[src/rtl/uart485_pkg.sv]
package uart485_pkg;
  timeunit 1ns;
  timeprecision 1ps;

  typedef enum logic [2:0] {
    ST_IDLE  = 3'd0,
    ST_LEAD  = 3'd1,
    ST_START = 3'd2,
    ST_DATA  = 3'd3,
    ST_PAR   = 3'd4,
    ST_STOP  = 3'd5
  } tx_state_e;

  typedef enum logic [1:0] {
    PAR_OFF  = 2'd0,
    PAR_EVEN = 2'd1,
    PAR_ODD  = 2'd2,
    PAR_OFF2 = 2'd3
  } par_mode_e;

  typedef struct packed {
    logic [1:0] wsel;
    logic       two_stop;
    par_mode_e  par;
  } frame_cfg_t;

  // Keeps only the bits that belong to the selected word length.
  function automatic logic [7:0] word_mask(input logic [1:0] wsel);
    return 8'hFF >> (2'd3 - wsel);
  endfunction

  // Index of the final data bit for the selected word length.
  function automatic logic [2:0] last_bit(input logic [1:0] wsel);
    return 3'd4 + {1'b0, wsel};
  endfunction

  function automatic logic par_enabled(input par_mode_e p);
    return (p == PAR_EVEN) || (p == PAR_ODD);
  endfunction
endpackage

[src/rtl/u485_baud_timer.sv]
module u485_baud_timer #(
  parameter int DIV_W = 16
) (
  input  logic             clk,
  input  logic             rst,
  input  logic [DIV_W-1:0] div_in,
  input  logic             capture,
  input  logic             restart,
  output logic             bit_done
);
  timeunit 1ns;
  timeprecision 1ps;

  localparam logic [DIV_W-1:0] ONE = DIV_W'(1);

  logic [DIV_W-1:0] div_lat;
  logic [DIV_W-1:0] cnt;
  logic [DIV_W-1:0] div_eff;

  assign div_eff  = (div_in == '0) ? ONE : div_in;
  assign bit_done = (cnt == '0);

  always_ff @(posedge clk) begin
    if (rst) begin
      div_lat <= ONE;
      cnt     <= '0;
    end else if (capture) begin
      div_lat <= div_eff;
      cnt     <= div_eff - ONE;
    end else if (restart) begin
      cnt <= div_lat - ONE;
    end else if (cnt != '0) begin
      cnt <= cnt - ONE;
    end
  end

  AST_CNT_IN_RANGE: assert property (@(posedge clk) disable iff (rst)
    (cnt < div_lat));

  AST_DIV_NONZERO_CAPTURE: assert property (@(posedge clk) disable iff (rst)
    capture |=> (div_lat != '0));
endmodule

[src/rtl/u485_frame_seq.sv]
module u485_frame_seq
  import uart485_pkg::*;
(
  input  logic       clk,
  input  logic       rst,
  input  frame_cfg_t cfg_in,
  input  logic [7:0] fifo_data,
  input  logic       fifo_empty,
  input  logic       bit_done,
  output logic       pop,
  output logic       launch,
  output logic       finish,
  output logic       restart,
  output logic       busy,
  output logic       txd
);
  timeunit 1ns;
  timeprecision 1ps;

  tx_state_e  state;
  frame_cfg_t cfg_lat;
  logic [7:0] shreg;
  logic [2:0] bit_idx;
  logic       stop_idx;
  logic       par_bit;
  logic       bit_end;
  logic       last_stop;
  logic [7:0] new_word;

  assign busy      = (state != ST_IDLE);
  assign bit_end   = bit_done && busy;
  assign last_stop = (state == ST_STOP) && bit_end && (stop_idx == cfg_lat.two_stop);
  assign launch    = (state == ST_IDLE) && !fifo_empty;
  assign finish    = last_stop && fifo_empty;
  assign pop       = launch || (last_stop && !fifo_empty);
  assign restart   = bit_end && !pop;
  assign new_word  = fifo_data & word_mask(cfg_in.wsel);

  always_ff @(posedge clk) begin
    if (rst) begin
      state    <= ST_IDLE;
      txd      <= 1'b1;
      cfg_lat  <= '0;
      shreg    <= '0;
      bit_idx  <= '0;
      stop_idx <= 1'b0;
      par_bit  <= 1'b0;
    end else if (pop) begin
      cfg_lat  <= cfg_in;
      shreg    <= new_word;
      par_bit  <= (^new_word) ^ (cfg_in.par == PAR_ODD);
      bit_idx  <= '0;
      stop_idx <= 1'b0;
      if (state == ST_IDLE) begin
        state <= ST_LEAD;
        txd   <= 1'b1;
      end else begin
        state <= ST_START;
        txd   <= 1'b0;
      end
    end else if (bit_end) begin
      case (state)
        ST_LEAD: begin
          state <= ST_START;
          txd   <= 1'b0;
        end
        ST_START: begin
          state <= ST_DATA;
          txd   <= shreg[0];
        end
        ST_DATA: begin
          if (bit_idx == last_bit(cfg_lat.wsel)) begin
            if (par_enabled(cfg_lat.par)) begin
              state <= ST_PAR;
              txd   <= par_bit;
            end else begin
              state <= ST_STOP;
              txd   <= 1'b1;
            end
          end else begin
            bit_idx <= bit_idx + 3'd1;
            shreg   <= shreg >> 1;
            txd     <= shreg[1];
          end
        end
        ST_PAR: begin
          state <= ST_STOP;
          txd   <= 1'b1;
        end
        ST_STOP: begin
          if (stop_idx == cfg_lat.two_stop) begin
            state <= ST_IDLE;
            txd   <= 1'b1;
          end else begin
            stop_idx <= 1'b1;
          end
        end
        default: begin
          state <= ST_IDLE;
          txd   <= 1'b1;
        end
      endcase
    end
  end

  AST_CFG_FROZEN: assert property (@(posedge clk) disable iff (rst)
    (busy && !pop) |=> $stable(cfg_lat));

  AST_POP_NONEMPTY: assert property (@(posedge clk) disable iff (rst)
    pop |-> !fifo_empty);

  AST_IDLE_LINE_HIGH: assert property (@(posedge clk) disable iff (rst)
    (state == ST_IDLE) |-> txd);

  AST_STOP_HIGH: assert property (@(posedge clk) disable iff (rst)
    (state == ST_STOP) |-> txd);
endmodule

[src/rtl/u485_dir_ctl.sv]
module u485_dir_ctl (
  input  logic clk,
  input  logic rst,
  input  logic launch,
  input  logic finish,
  output logic drive_en
);
  timeunit 1ns;
  timeprecision 1ps;

  always_ff @(posedge clk) begin
    if (rst) begin
      drive_en <= 1'b0;
    end else if (launch) begin
      drive_en <= 1'b1;
    end else if (finish) begin
      drive_en <= 1'b0;
    end
  end

  AST_LAUNCH_FINISH_EXCL: assert property (@(posedge clk) disable iff (rst)
    !(launch && finish));

  AST_LAUNCH_FROM_OFF: assert property (@(posedge clk) disable iff (rst)
    launch |-> !drive_en);
endmodule

[src/rtl/uart485_tx.sv]
module uart485_tx
  import uart485_pkg::*;
#(
  parameter int DIV_W = 16
) (
  input  logic             clk,
  input  logic             rst,
  input  logic [DIV_W-1:0] baud_div,
  input  logic [1:0]       word_sel,
  input  logic             two_stop,
  input  logic [1:0]       parity_mode,
  input  logic [7:0]       fifo_data,
  input  logic             fifo_empty,
  output logic             fifo_rd,
  output logic             txd,
  output logic             line_drive_en,
  output logic             tmt
);
  timeunit 1ns;
  timeprecision 1ps;

  frame_cfg_t cfg_in;
  logic       bit_done;
  logic       pop;
  logic       launch;
  logic       finish;
  logic       restart;
  logic       busy;

  assign cfg_in.wsel     = word_sel;
  assign cfg_in.two_stop = two_stop;
  assign cfg_in.par      = par_mode_e'(parity_mode);

  u485_baud_timer #(.DIV_W(DIV_W)) u_timer (
    .clk      (clk),
    .rst      (rst),
    .div_in   (baud_div),
    .capture  (pop),
    .restart  (restart),
    .bit_done (bit_done)
  );

  u485_frame_seq u_seq (
    .clk        (clk),
    .rst        (rst),
    .cfg_in     (cfg_in),
    .fifo_data  (fifo_data),
    .fifo_empty (fifo_empty),
    .bit_done   (bit_done),
    .pop        (pop),
    .launch     (launch),
    .finish     (finish),
    .restart    (restart),
    .busy       (busy),
    .txd        (txd)
  );

  u485_dir_ctl u_dir (
    .clk      (clk),
    .rst      (rst),
    .launch   (launch),
    .finish   (finish),
    .drive_en (line_drive_en)
  );

  assign fifo_rd = pop;
  assign tmt     = fifo_empty && !busy;

  AST_LOW_NEEDS_DRIVE: assert property (@(posedge clk) disable iff (rst)
    !txd |-> line_drive_en);

  AST_TMT_QUIET: assert property (@(posedge clk) disable iff (rst)
    tmt |-> (txd && !line_drive_en && !fifo_rd));

  AST_DRIVE_DROP_HIGH: assert property (@(posedge clk) disable iff (rst)
    $fell(line_drive_en) |-> (txd && $past(txd)));

  AST_RD_ONE_CLOCK: assert property (@(posedge clk) disable iff (rst)
    fifo_rd |=> !fifo_rd);
endmodule

[config.mk]
export PLATFORM = sky130hd
export DESIGN_NAME = uart485_tx
export DESIGN_NICKNAME = d
export VERILOG_FILES = /design/src/rtl/uart485_pkg.sv /design/src/rtl/u485_baud_timer.sv /design/src/rtl/u485_frame_seq.sv /design/src/rtl/u485_dir_ctl.sv /design/src/rtl/uart485_tx.sv
export SDC_FILE = /design/constraint.sdc
export NUM_CORES = 1
export LEC_CHECK = 0
export BUFFER_PORTS_ARGS = -buffer_cell sky130_fd_sc_hd__clkbuf_2
export CORE_MARGIN = 2
export CORE_UTILIZATION = 31
export DETAILED_ROUTE_END_ITERATION = 10
export SETUP_SLACK_MARGIN = 0.4
export SLEW_MARGIN = 15
export SYNTH_ARGS = -nofsm -noshare
export SYNTH_HDL_FRONTEND = slang
export SYNTH_SLANG_ARGS = --single-unit
[constraint.sdc]
create_clock -name clk -period 5.07 [get_ports clk]
set_input_delay 1.014 -clock clk [delete_from_list [all_inputs] [get_ports clk]]
set_output_delay 1.014 -clock clk [all_outputs]
set_load 0.05 [all_outputs]
---- After elaboration in Yosys (flattened, before gate mapping) ----
Index checks and enable logic that the tools add are counted.
word-level totals
  register bits after elaboration ......... 55
  input port bits ......................... 32
  output and inout bits ................... 4
  logic and storage cells ................. 89
cells by class
  add/subtract/negate cells ............... 6
  eq/ne operators ......................... 13
  shift-type cells ........................ 1
  muxes and demuxes ....................... 24
  bitwise logic cells ..................... 4
  reduce and logical (&&, ||, !) cells .... 29
operators by type and width
  kind                   number
  $mux 16                4
  $sub 16x1->16 const B  3
  $logic_not 16->1       2
  $mux 8                 4
  $reduce_bool 16->1     1
  $pmux 3 s5             1
  $mux 3                 4
  $reduce_and 3->1       4
  $mux 1                 9
  $and 8x8->8            1
  $logic_and 1x1->1      8
  $reduce_xor 8->1       1
  $shr 8x2->8 const A    1
  $eq 3x2->1 const B     2
  $eq 3x3->1 const B     2
  $reduce_bool 2->1      3
  $reduce_bool 3->1      2
  $eq 2x2->1 const B     2
  $pmux 1 s4             1
  $add 3x1->3 const B    1
  $add 3x2->3 const A    1
  $eq 3x1->1 const B     1
  $eq 3x3->1             1
  $logic_not 1->1        3
  other kinds (13)       15

---- Depth between registers and ports, before layout ----
Gate-level depths: netlist of the first run.
  depth in word-level cells ............... 10
  mapped depth ............................ 14
  gate-level depth less buffers ........... 12

---- Cells and area by module ----
From an unflattened synthesis of the first run, not the netlist that was laid out.
second synthesis, totals
  cell total of the unflattened synthesis .. 368
  area, all modules ....................... 3,083.0 sq um
modules (own cells, without submodules)
  module           instances  cells an instance  area each (sq um)  seq. area each (sq um)
  u485_baud_timer  1          212                1,767.9            640.6
  u485_frame_seq   1          151                1,262.5            440.4
  u485_dir_ctl     1          4                  38.8               20.0
  uart485_tx       1          1                  13.8               0.0

---- Worst setup path before layout of the first run ----
OpenSTA, ideal clock, no wires.
  path kind ............................... input -> output
  start ................................... in fifo_empty
  end ..................................... out fifo_rd
  arrival ................................. 2.410 ns
  data required time ...................... 4.056 ns
  setup slack ............................. 1.646 ns
  stages .................................. 7
  cells stage by stage .................... nor4bb_4 -> and2_4 -> a21oi_4 -> inv_4 -> buf_6 -> buf_2 -> buf_2
on the way
  cells in the longest elaborated chain, start to end .. 3
  elaborated cells on any way between the ends .. 4
  classes of those cells .................. reduce/logical (4)
ends and longest elaborated chain
  what                                  line                                        RTL
  start, declared                       uart485_tx.sv:13                            input logic fifo_empty,
  $logic_not 1->1 *                     u485_frame_seq.sv:33, u485_frame_seq.sv:35
  $logic_and 1x1->1 (on tied branches)  u485_frame_seq.sv:33, u485_frame_seq.sv:35
  $logic_or 1x1->1 *                    u485_frame_seq.sv:35                        assign pop = launch || (last_stop && !fifo_empty);
  end, declared                         uart485_tx.sv:14                            output logic fifo_rd,
Mark *: on every way between the ends. The rest lies on a longest branch, timed or not.

---- Worst setup path in the final report of the first run ----
  start ................................... reg u_timer.cnt[9]
  end ..................................... out fifo_rd
on the way
  cells in the longest elaborated chain, start to end .. 6
ends and longest elaborated chain
  what                            line                   RTL
  start, declared                 u485_baud_timer.sv:17  logic [DIV_W-1:0] cnt;
  start signal, assigned          u485_baud_timer.sv:29  cnt <= div_eff - ONE;
  start signal, assigned          u485_baud_timer.sv:31  cnt <= div_lat - ONE;
  start signal, assigned          u485_baud_timer.sv:33  cnt <= cnt - ONE;
  $logic_not 16->1                u485_baud_timer.sv:21  assign bit_done = (cnt == '0);
  $logic_and 1x1->1               u485_frame_seq.sv:31   assign bit_end = bit_done && busy;
  $logic_and 1x1->1 (2 in a row)  u485_frame_seq.sv:32   assign last_stop = (state == ST_STOP) && bit_end && (stop_idx == cfg_lat.two_stop);
  $logic_and 1x1->1               u485_frame_seq.sv:35
  $logic_or 1x1->1                u485_frame_seq.sv:35
No other way between the ends.

==> metrics.md, run 1 <==
| Metric | Value |
|---|---|
| Status | `finished clean` |
| CP required | `4060 ps` |
| Congestion Overflow GR | `0` |
| Post-synth EDFFs | `0` |
| DR pass1 iterations | `4` |
| Setup crit start kind | `flip-flop` |
| Routed vias/inst | `5.29` |
| Area grow syn2layout | `11.3%` |
| Number of top-level pins | `36` |
| Initial antenna violation count | `0` |
| Post-CTS Setup Inserts | `0` |
| Most common cell after layout, fill and taps aside | `nand2_1` |
| Clock Power Share | `0.226` |
| CTS tree | `built` |
| WHS Endpoint | `u_timer.div_lat[14]` |
| HP Start | `u_timer.div_lat[14]` |
| PD cells | `409 nW/um^2` |
| Synthesized cell area | `2910 sq um` |
| Post-synth top flop | `dfxtp_1` |
| WL/cell | `14.3 microns` |
| First-pass GRT wire length | `approximately 11 mm` |
| Maximum vdd drop | `between 150 and 200 uV` |
| Final setup violation count | `0` |
| Worst-skew pair later-pin latency | `310 ps` |
| R2R cell count | `13` |
| Clock-pin slew on the worst setup and hold paths | `approximately 100 ps` |
| Commonest non-fill, non-tap cells in the layout | `67 x nand2_1, 55 x dfxtp_1, 38 x a21oi_1` |
| Mapped Cells | `between 300 and 400` |
| Post-CTS resize count | `0` |
| #FFs+latches synth | `55` |
| Ys async rst share | `0` |
| # port buffers | `35` |
| RR Endpoint | `u_timer.cnt[14]` |
| Hold WS | `454 ps` |
| H-tree depth | `2` |
| Max-slew violation count | `0` |
| Worst relative slew slack | `0.427` |
| Part of the power in registers | `0.413` |
| Root buf cell | `clkbuf_8` |
| Hold_buf cts | `0` |
| DRT iter0 DRCs | `114` |
| Syn Area/Cell | `8.35 sq um` |
| Sw frac | `0.382` |
| Skew final | `7.59 ps` |
| Nets | `approximately 410` |
| Fin. Hold Viols | `0` |
| Core area | `between 9000 and 10000 sq um` |
| Largest net degree at the start of global routing | `45` |
| Max Cap Viol | `0` |
| Residual DRC | `0` |
| Fin crit share | `0.734` |
| Lkg Pwr | `1.16 nW` |
| Row cnt | `35` |
| Post-synthesis sequential area ratio | `0.378` |
| Period minus WS final | `3720 ps` |
| Arr. time, crit path | `2710 ps` |
| RD Place Congestion | `approximately 0.80` |
| Crit Path Category | `flip-flop to primary output` |
| Die Span X | `approximately 100 microns` |
| CP endpoint kind | `primary output` |
| Power Internal | `819 uW` |
| Total CTS buffers | `5` |
| HP Class | `flip-flop to flip-flop` |
| Post-route ant nets | `0` |
| Hold depth | `2` |
| Synth Warn # | `0` |
| CP max FO | `44` |
| Max Buffers Root-to-Sink | `2` |
| Antenna Cells | `0` |
| Comb pwr share | `0.361` |
| Vias in the first global route | `2345` |
| Die area | `a little over 10000 sq um` |
| Fin Setup TNS | `0 ps` |
| Initial core utilization | `0.317` |
| GRT Overall Usage | `0.140` |
| Slew @ Worst Pin | `859 ps` |
| Clock sinks | `55` |
| DP Wirelength | `roughly 5.0 mm` |
| RSZ-0062 raised after global routing | `false` |
| Reg2Reg Launch Point | `u_timer.cnt[9]` |
| Sw power | `between 500 and 600 uW` |
| WL final | `6.92 mm` |
| Post-Synthesis Net Count | `383` |
| Vias | `~2.6k` |
| Layout cells sized above 1 | `0.196` |
| Die height | `101 microns` |
| Distinct cell type count after synthesis | `54` |
| Fmax | `0.269 GHz` |
| R2r setup slk | `roughly 1900 ps` |
## power groups by stage
stage               Combinational (mW)  Sequential (mW)  Clock [mW]
floorplan                        0.392            0.545           0
global placement                 0.471            0.557           0
detailed placement               0.476            0.557           0
CTS                              0.477            0.547       0.311
global route                     0.532            0.555       0.327
finish                           0.478            0.548       0.300
## critical path, stage by stage, from the launching register on
cell and delay, ps:
dfxtp_1 320, nor4_1 460, and4_1 650, a21oi_4 130, inv_4 440, clkbuf_2 380
## cell families (layout without fill, tap and decap cells)
group           after synthesis  after routing  synth area share
simple gates                154            154             0.277
compound gates               93             93             0.230
flops                        55             55             0.378
buf+inv                      24             48            0.0429
xor+xnor                     19             19            0.0571
fa+ha+maj                     2              2           0.00859
mux                           2              2           0.00687
## stage by stage
step / utilization / std cells / setup WS, ps / instance area (sq um) / total power [mW]
final: 0.353 / 484 / 1350 / 3240 / 1.33
after global routing: 0.353 / 484 / 1220 / 3240 / 1.41
after CTS: 0.353 / 484 / 1360 / 3240 / 1.34
after detailed placement: 0.340 / 476 / 1490 / 3130 / 1.03
after global placement: 0.340 / 476 / 1510 / 3130 / 1.03
after floorplan: - / 349 / 1650 / 2910 / 0.937
## registers in the layout, summed over array words and instances (netlist names)
| register | flops |
|---|---|
| u_seq.state | 3 |
| u_seq.par_bit | 1 |
| u_timer.div_lat | 16 |
| u_seq.bit_idx | 3 |
| u_seq.cfg_lat | 5 |
| u_seq.shreg | 8 |
| u_seq.stop_idx | 1 |
| u_dir.drive_en | 1 |
| u_seq.txd | 1 |
| u_timer.cnt | 16 |
## layout make-up
| class | count | area (sq um) |
|---|---|---|
| Sequential cell | 55 | 1100 |
| Clock buffer | 5 | 68.8 |
| Multi-Input combinational cell | 270 | 1690 |
| Inverter | 4 | 17.5 |
| Clock inverter | 3 | 47.5 |
| Timing Repair Buffer | 36 | 183 |
| Tap cell | 111 | 139 |
| Fill cell | 975 | 5950 |
## worst max-delay path by stage
stage | start | endpoint | cells after the start | slack, ps
6_report | u_timer.cnt[9] | fifo_rd | 5 | 1350
5_1_grt | u_timer.cnt[9] | fifo_rd | 5 | 1220
4_1_cts | u_timer.cnt[9] | fifo_rd | 5 | 1360
3_5_place_dp | fifo_empty | fifo_rd | 6 | 1490
3_3_place_gp | fifo_empty | fifo_rd | 6 | 1510
2_1_floorplan | fifo_empty | fifo_rd | 7 | 1650
## layer usage
metal / part of all wire / vias up / track usage
met2: 0.46 / 70 / 0.222
met4: 0.021 / 0 / 0.0530
met3: 0.048 / 11 / 0.0312
li1: - / 1301 / -
met1: 0.47 / 1179 / 0.186
met5: 0 / - / 0
## synth_stat cells (all sizes together), types with 3 or more instances
cell	instances	area, sq um
nand4	3	40.0
o21ai	11	55.1
and2	5	33.8
a21o	3	22.5
xor2	4	35.0
nor3	16	118
nand3	8	40.0
xnor2	15	131
inv	4	17.5
a32o	10	100
a21oi	49	317
nor2	30	113
dfxtp	55	1100
nor4	9	68.8
buf	11	73.8
a311oi	4	35.0
clkbuf	9	33.8
nand2b	3	28.8
nand2	67	251
Note: power is estimated with default switching activity, not from simulation.
==> inputs of run 2 (changes only) <==
clock period = 3.4 ns   (was 5.07 ns; I/O delays follow)
==> metrics.md, run 2 (synthesis results as in run 1) <==
| Metric | Value |
|---|---|
| RD Place Congestion | `0.832` |
| Max Buffers Root-to-Sink | `2` |
| CP max FO | `27` |
| Die area | `between 10000 and 15000 sq um` |
| Sw power | `766 uW` |
| Clock sinks | `55` |
| Initial core utilization | `0.317` |
| Antenna Cells | `0` |
| RSZ-0062 raised after global routing | `true` |
| Worst relative slew slack | `0.539` |
| Layout cells sized above 1 | `0.218` |
| Hold_buf cts | `0` |
| Period minus WS final | `2850 ps` |
| First-pass GRT wire length | `~12 mm` |
| Largest net degree at the start of global routing | `40` |
| DP Wirelength | `roughly 5.2 mm` |
| CTS tree | `built` |
| Skew final | `between 6 and 7 ps` |
| Root buf cell | `clkbuf_8` |
| Fin crit share | `0.840` |
| Comb pwr share | `0.372` |
| Most common cell after layout, fill and taps aside | `nand2_1` |
| CP endpoint kind | `primary output` |
| # port buffers | `35` |
| Layout Cells excl Fill | `491` |
| Row cnt | `35` |
| Lkg Pwr | `1.21 nW` |
| Placed cells | `483` |
| CP required | `2720 ps` |
| WL/cell | `roughly 15 microns` |
| Clock-pin slew on the worst setup and hold paths | `100 ps` |
| H-tree depth | `2` |
| Sw frac | `0.377` |
| Die height | `101 microns` |
| DR pass1 iterations | `4` |
| Die Span X | `101 microns` |
| Fin Setup TNS | `0 ps` |
| Commonest non-fill, non-tap cells in the layout | `67 x nand2_1, 53 x dfxtp_1, 38 x a21oi_1` |
| Post-route ant nets | `0` |
| Worst-skew pair later-pin latency | `310 ps` |
| Slew @ Worst Pin | `~690 ps` |
| Number of top-level pins | `36` |
| Vias | `2575` |
| Routed vias/inst | `approximately 5.2` |
| R2R cell count | `11` |
| Max-slew violation count | `0` |
| Crit Path Category | `flip-flop to primary output` |
| PD cells | `between 600 and 700 nW/um^2` |
| Congestion Overflow GR | `0` |
| Final setup violation count | `0` |
| Area grow syn2layout | `14.2%` |
| Hold depth | `2` |
| Post-CTS resize count | `0` |
| Arr. time, crit path | `between 2000 and 2500 ps` |
| Vias in the first global route | `2525` |
| Total CTS buffers | `5` |
| Maximum vdd drop | `between 200 and 250 uV` |
| Post-CTS Setup Inserts | `0` |
| Power Internal | `1.27 mW` |
| Setup crit start kind | `flip-flop` |
| DRT iter0 DRCs | `between 100 and 150` |
| Clock Power Share | `0.227` |
| Largest regs | `u_timer.cnt: 16 flops, u_timer.div_lat: 16 flops, u_seq.shreg: 8 flops` |
| HP Class | `flip-flop to flip-flop` |
| Status | `finished clean` |
| Initial antenna violation count | `0` |
| Residual DRC | `0` |
| Part of the power in registers | `0.401` |
| Fmax | `approximately 0.35 GHz` |
| Max Cap Viol | `0` |
| GRT Overall Usage | `0.149` |
| Nets | `413` |
| WL final | `7.12 mm` |
| Fin. Hold Viols | `0` |
| Core area | `9200 sq um` |
run 2: cell count changes in the layout (fill, tap and decap cells not counted), sizes merged:
cell | before | now
clkbuf | 40 | 41
inv | 5 | 4
buf | 1 | 8
run 2: per-layer routing:
| layer | up-vias | track usage | routed length (microns) |
|---|---|---|---|
| met4 | 0 | 0.0676 | 184 |
| met2 | 57 | 0.241 | 3300 |
| met1 | 1200 | 0.192 | 3290 |
| li1 | 1305 | - | - |
| met3 | 13 | 0.0305 | 344 |
| met5 | - | 0 | 0 |
run 2: per-stage QoR:
step,util,cell area [sq um],setup WS (ps),power [mW],hold WS [ps]
global route,0.362,3330,378,2.17,469
finish,0.362,3330,545,2.03,455
floorplan,-,2910,644,1.40,429
CTS,0.360,3310,429,2.03,455
detailed placement,0.347,3190,285,1.57,440
global placement,0.347,3190,357,1.56,442
run 2: path summary, 6_finish.rpt:
| kind | from | to | slack [ps] |
|---|---|---|---|
| max | u_timer.cnt[1] | fifo_rd | 550 |
| max reg2reg | u_seq.state[2] | u_timer.cnt[10] | 680 |
| min | u_seq.par_bit | u_seq.par_bit | 460 |
| min reg2reg | u_seq.par_bit | u_seq.par_bit | 460 |
run 2: power by group through the flow:
stage / clock network [mW] / logic (mW) / registers, mW
floorplan: 0 / 0.585 / 0.813
global placement: 0 / 0.737 / 0.824
detailed placement: 0 / 0.747 / 0.824
CTS: 0.470 / 0.750 / 0.810
global route: 0.496 / 0.846 / 0.824
finish: 0.461 / 0.756 / 0.815
run 2: area by class of cell:
| class | instances | area, sq um |
|---|---|---|
| fillers | 998 | 5870 |
| clock buffers | 6 | 82.6 |
| multi-input cells | 270 | 1700 |
| flip-flops and latches | 55 | 1100 |
| repair buffers | 43 | 248 |
| clock inverters | 2 | 35.0 |
| well taps | 111 | 139 |
| inverters | 4 | 17.5 |
run 2: critical path, stage by stage (launching register included):
cell and delay (ps):
dfxtp_1 330, nor4_1 390, and4_1 330, a21oi_4 130, inv_4 160, buf_12 200, clkbuf_2 300
==> inputs of run 3 (changes only) <==
clock period = 2.5 ns   (was 3.4 ns; I/O delays follow)
==> metrics.md, run 3 (synthesis results as in run 1) <==
| Metric | Value |
|---|---|
| DP Wirelength | `5.70 mm` |
| Fmax | `0.416 GHz` |
| Worst Slack Setup Final | `roughly 95 ps` |
| Max Buffers Root-to-Sink | `2` |
| Core area | `between 9000 and 10000 sq um` |
| Clock-pin slew on the worst setup and hold paths | `100 ps` |
| Root buf cell | `clkbuf_8` |
| Part of the power in registers | `0.348` |
| Initial core utilization | `0.317` |
| Fin. Hold Viols | `0` |
| Clock Power Share | `0.152` |
| Layout cells sized above 1 | `0.425` |
| GRT Overall Usage | `0.162` |
| CP endpoint kind | `flip-flop` |
| Period minus WS final | `2400 ps` |
| Largest net degree at the start of global routing | `23` |
| DRT iter0 DRCs | `152` |
| Final setup violation count | `0` |
| Arr. time, crit path | `2610 ps` |
| Commonest non-fill, non-tap cells in the layout | `69 x buf_4, 64 x nand2_1, 44 x dfxtp_1` |
| Residual DRC | `0` |
| Die Span X | `101 microns` |
| HP Class | `primary input to flip-flop` |
| Clock sinks | `55` |
| Number of top-level pins | `36` |
| Crit Path Category | `flip-flop to flip-flop` |
| Skew final | `13.0 ps` |
| Power Internal | `2.02 mW` |
| Sw frac | `0.379` |
| RSZ-0062 raised after global routing | `true` |
| Total CTS buffers | `5` |
| Post-route ant nets | `0` |
| Max-slew violation count | `0` |
| Antenna Cells | `0` |
| Max Cap Viol | `0` |
| Sw power | `1.23 mW` |
| PD cells | `about 800 nW/um^2` |
| CP max FO | `5` |
| # port buffers | `35` |
| Vias in the first global route | `2798` |
| WL/cell | `14.5 microns` |
| Worst relative slew slack | `0.551` |
| Congestion Overflow GR | `0` |
| Filler cell count | `between 900 and 1k` |
| Die area | `10200 sq um` |
| Largest regs | `u_timer.cnt: 16 flops, u_timer.div_lat: 16 flops, u_seq.shreg: 8 flops` |
| Lkg Pwr | `approximately 1.7 nW` |
| Hold_buf cts | `0` |
| Maximum vdd drop | `281 uV` |
| CTS tree | `built` |
| Die height | `101 microns` |
| Routed vias/inst | `5.09` |
| DR pass1 iterations | `4` |
| Nets | `487` |
| Status | `finished clean` |
| Comb pwr share | `0.500` |
| Area grow syn2layout | `42.8%` |
| RD Place Congestion | `0.854` |
| Fin crit share | `0.962` |
| WL final | `about 8 mm` |
| Placement Setup Slack | `-190 ps` |
| Worst-skew pair later-pin latency | `310 ps` |
| Setup crit start kind | `flip-flop` |
| First-pass GRT wire length | `13.2 mm` |
| Overall power | `3.25 mW` |
| Vias | `2876` |
| H-tree depth | `2` |
| CP required | `between 2000 and 3000 ps` |
| Fin Setup TNS | `0 ps` |
| Slew @ Worst Pin | `~670 ps` |
| Initial antenna violation count | `0` |
| Most common cell after layout, fill and taps aside | `buf_4` |
| Row cnt | `35` |
-- run 3: power by group through the flow --
stage,Combinational (mW),Sequential [mW],Clock [mW]
2_1_floorplan,0.824,1.11,0
3_3_place_gp,1.21,1.11,0
3_5_place_dp,1.22,1.11,0
4_1_cts,1.41,1.11,0.497
5_1_grt,1.76,1.14,0.535
6_report,1.62,1.13,0.493
-- run 3: final timing paths --
kind	from	end	slack, ps	cells past startpoint
max reg2reg	u_seq.state[2]	u_timer.cnt[10]	100	11
min reg2reg	u_seq.par_bit	u_seq.par_bit	460	2
min	parity_mode[1]	u_seq.cfg_lat[1]	420	3
max	u_seq.state[2]	u_timer.cnt[10]	100	11
-- run 3: timing repair --
| item | CTS | global route |
|---|---|---|
| setup buffers | 14 | 11 |
| pin swaps | 14 | 20 |
| cloned | 0 | 0 |
| setup endpoints to repair | 38 | 31 |
| gates resized for setup | 40 | 42 |
-- run 3: metal layers --
metal,track usage,share of wire,wire length (microns)
met2,0.282,0.50,4080
met4,0.0468,0.012,102
met1,0.207,0.46,3800
met5,0,0,0
met3,0.0236,0.025,201
-- run 3: per-stage QoR --
stage,cell area [sq um],instances,hold WS [ps],utilization
after global placement,3560,532,442,0.388
after CTS,3900,554,422,0.424
after global routing,4160,565,434,0.452
after floorplan,2950,349,429,-
after detailed placement,3560,532,445,0.388
final,4160,565,418,0.452
-- run 3: cell type report --
class | instances | area, sq um | share of cell area
inverters | 4 | 17.5 | 0.00421
repair buffers | 117 | 900 | 0.216
clock buffers | 6 | 72.6 | 0.0174
well taps | 111 | 139 | 0.0334
clock inverters | 2 | 12.5 | 0.00301
flip-flops and latches | 55 | 1120 | 0.269
multi-input cells | 270 | 1900 | 0.457
-- run 3: worst max-delay path, cell delays in order, from the launching register on --
cell      delay [ps]
dfxtp_2          360
nor4bb_4         360
a21oi_2          140
a32o_2           300
a21oi_2          140
ha_2             210
inv_2             50
a211oi_4         250
nand2b_4         120
nor3_2           140
xor2_1           170
nor2_1            50
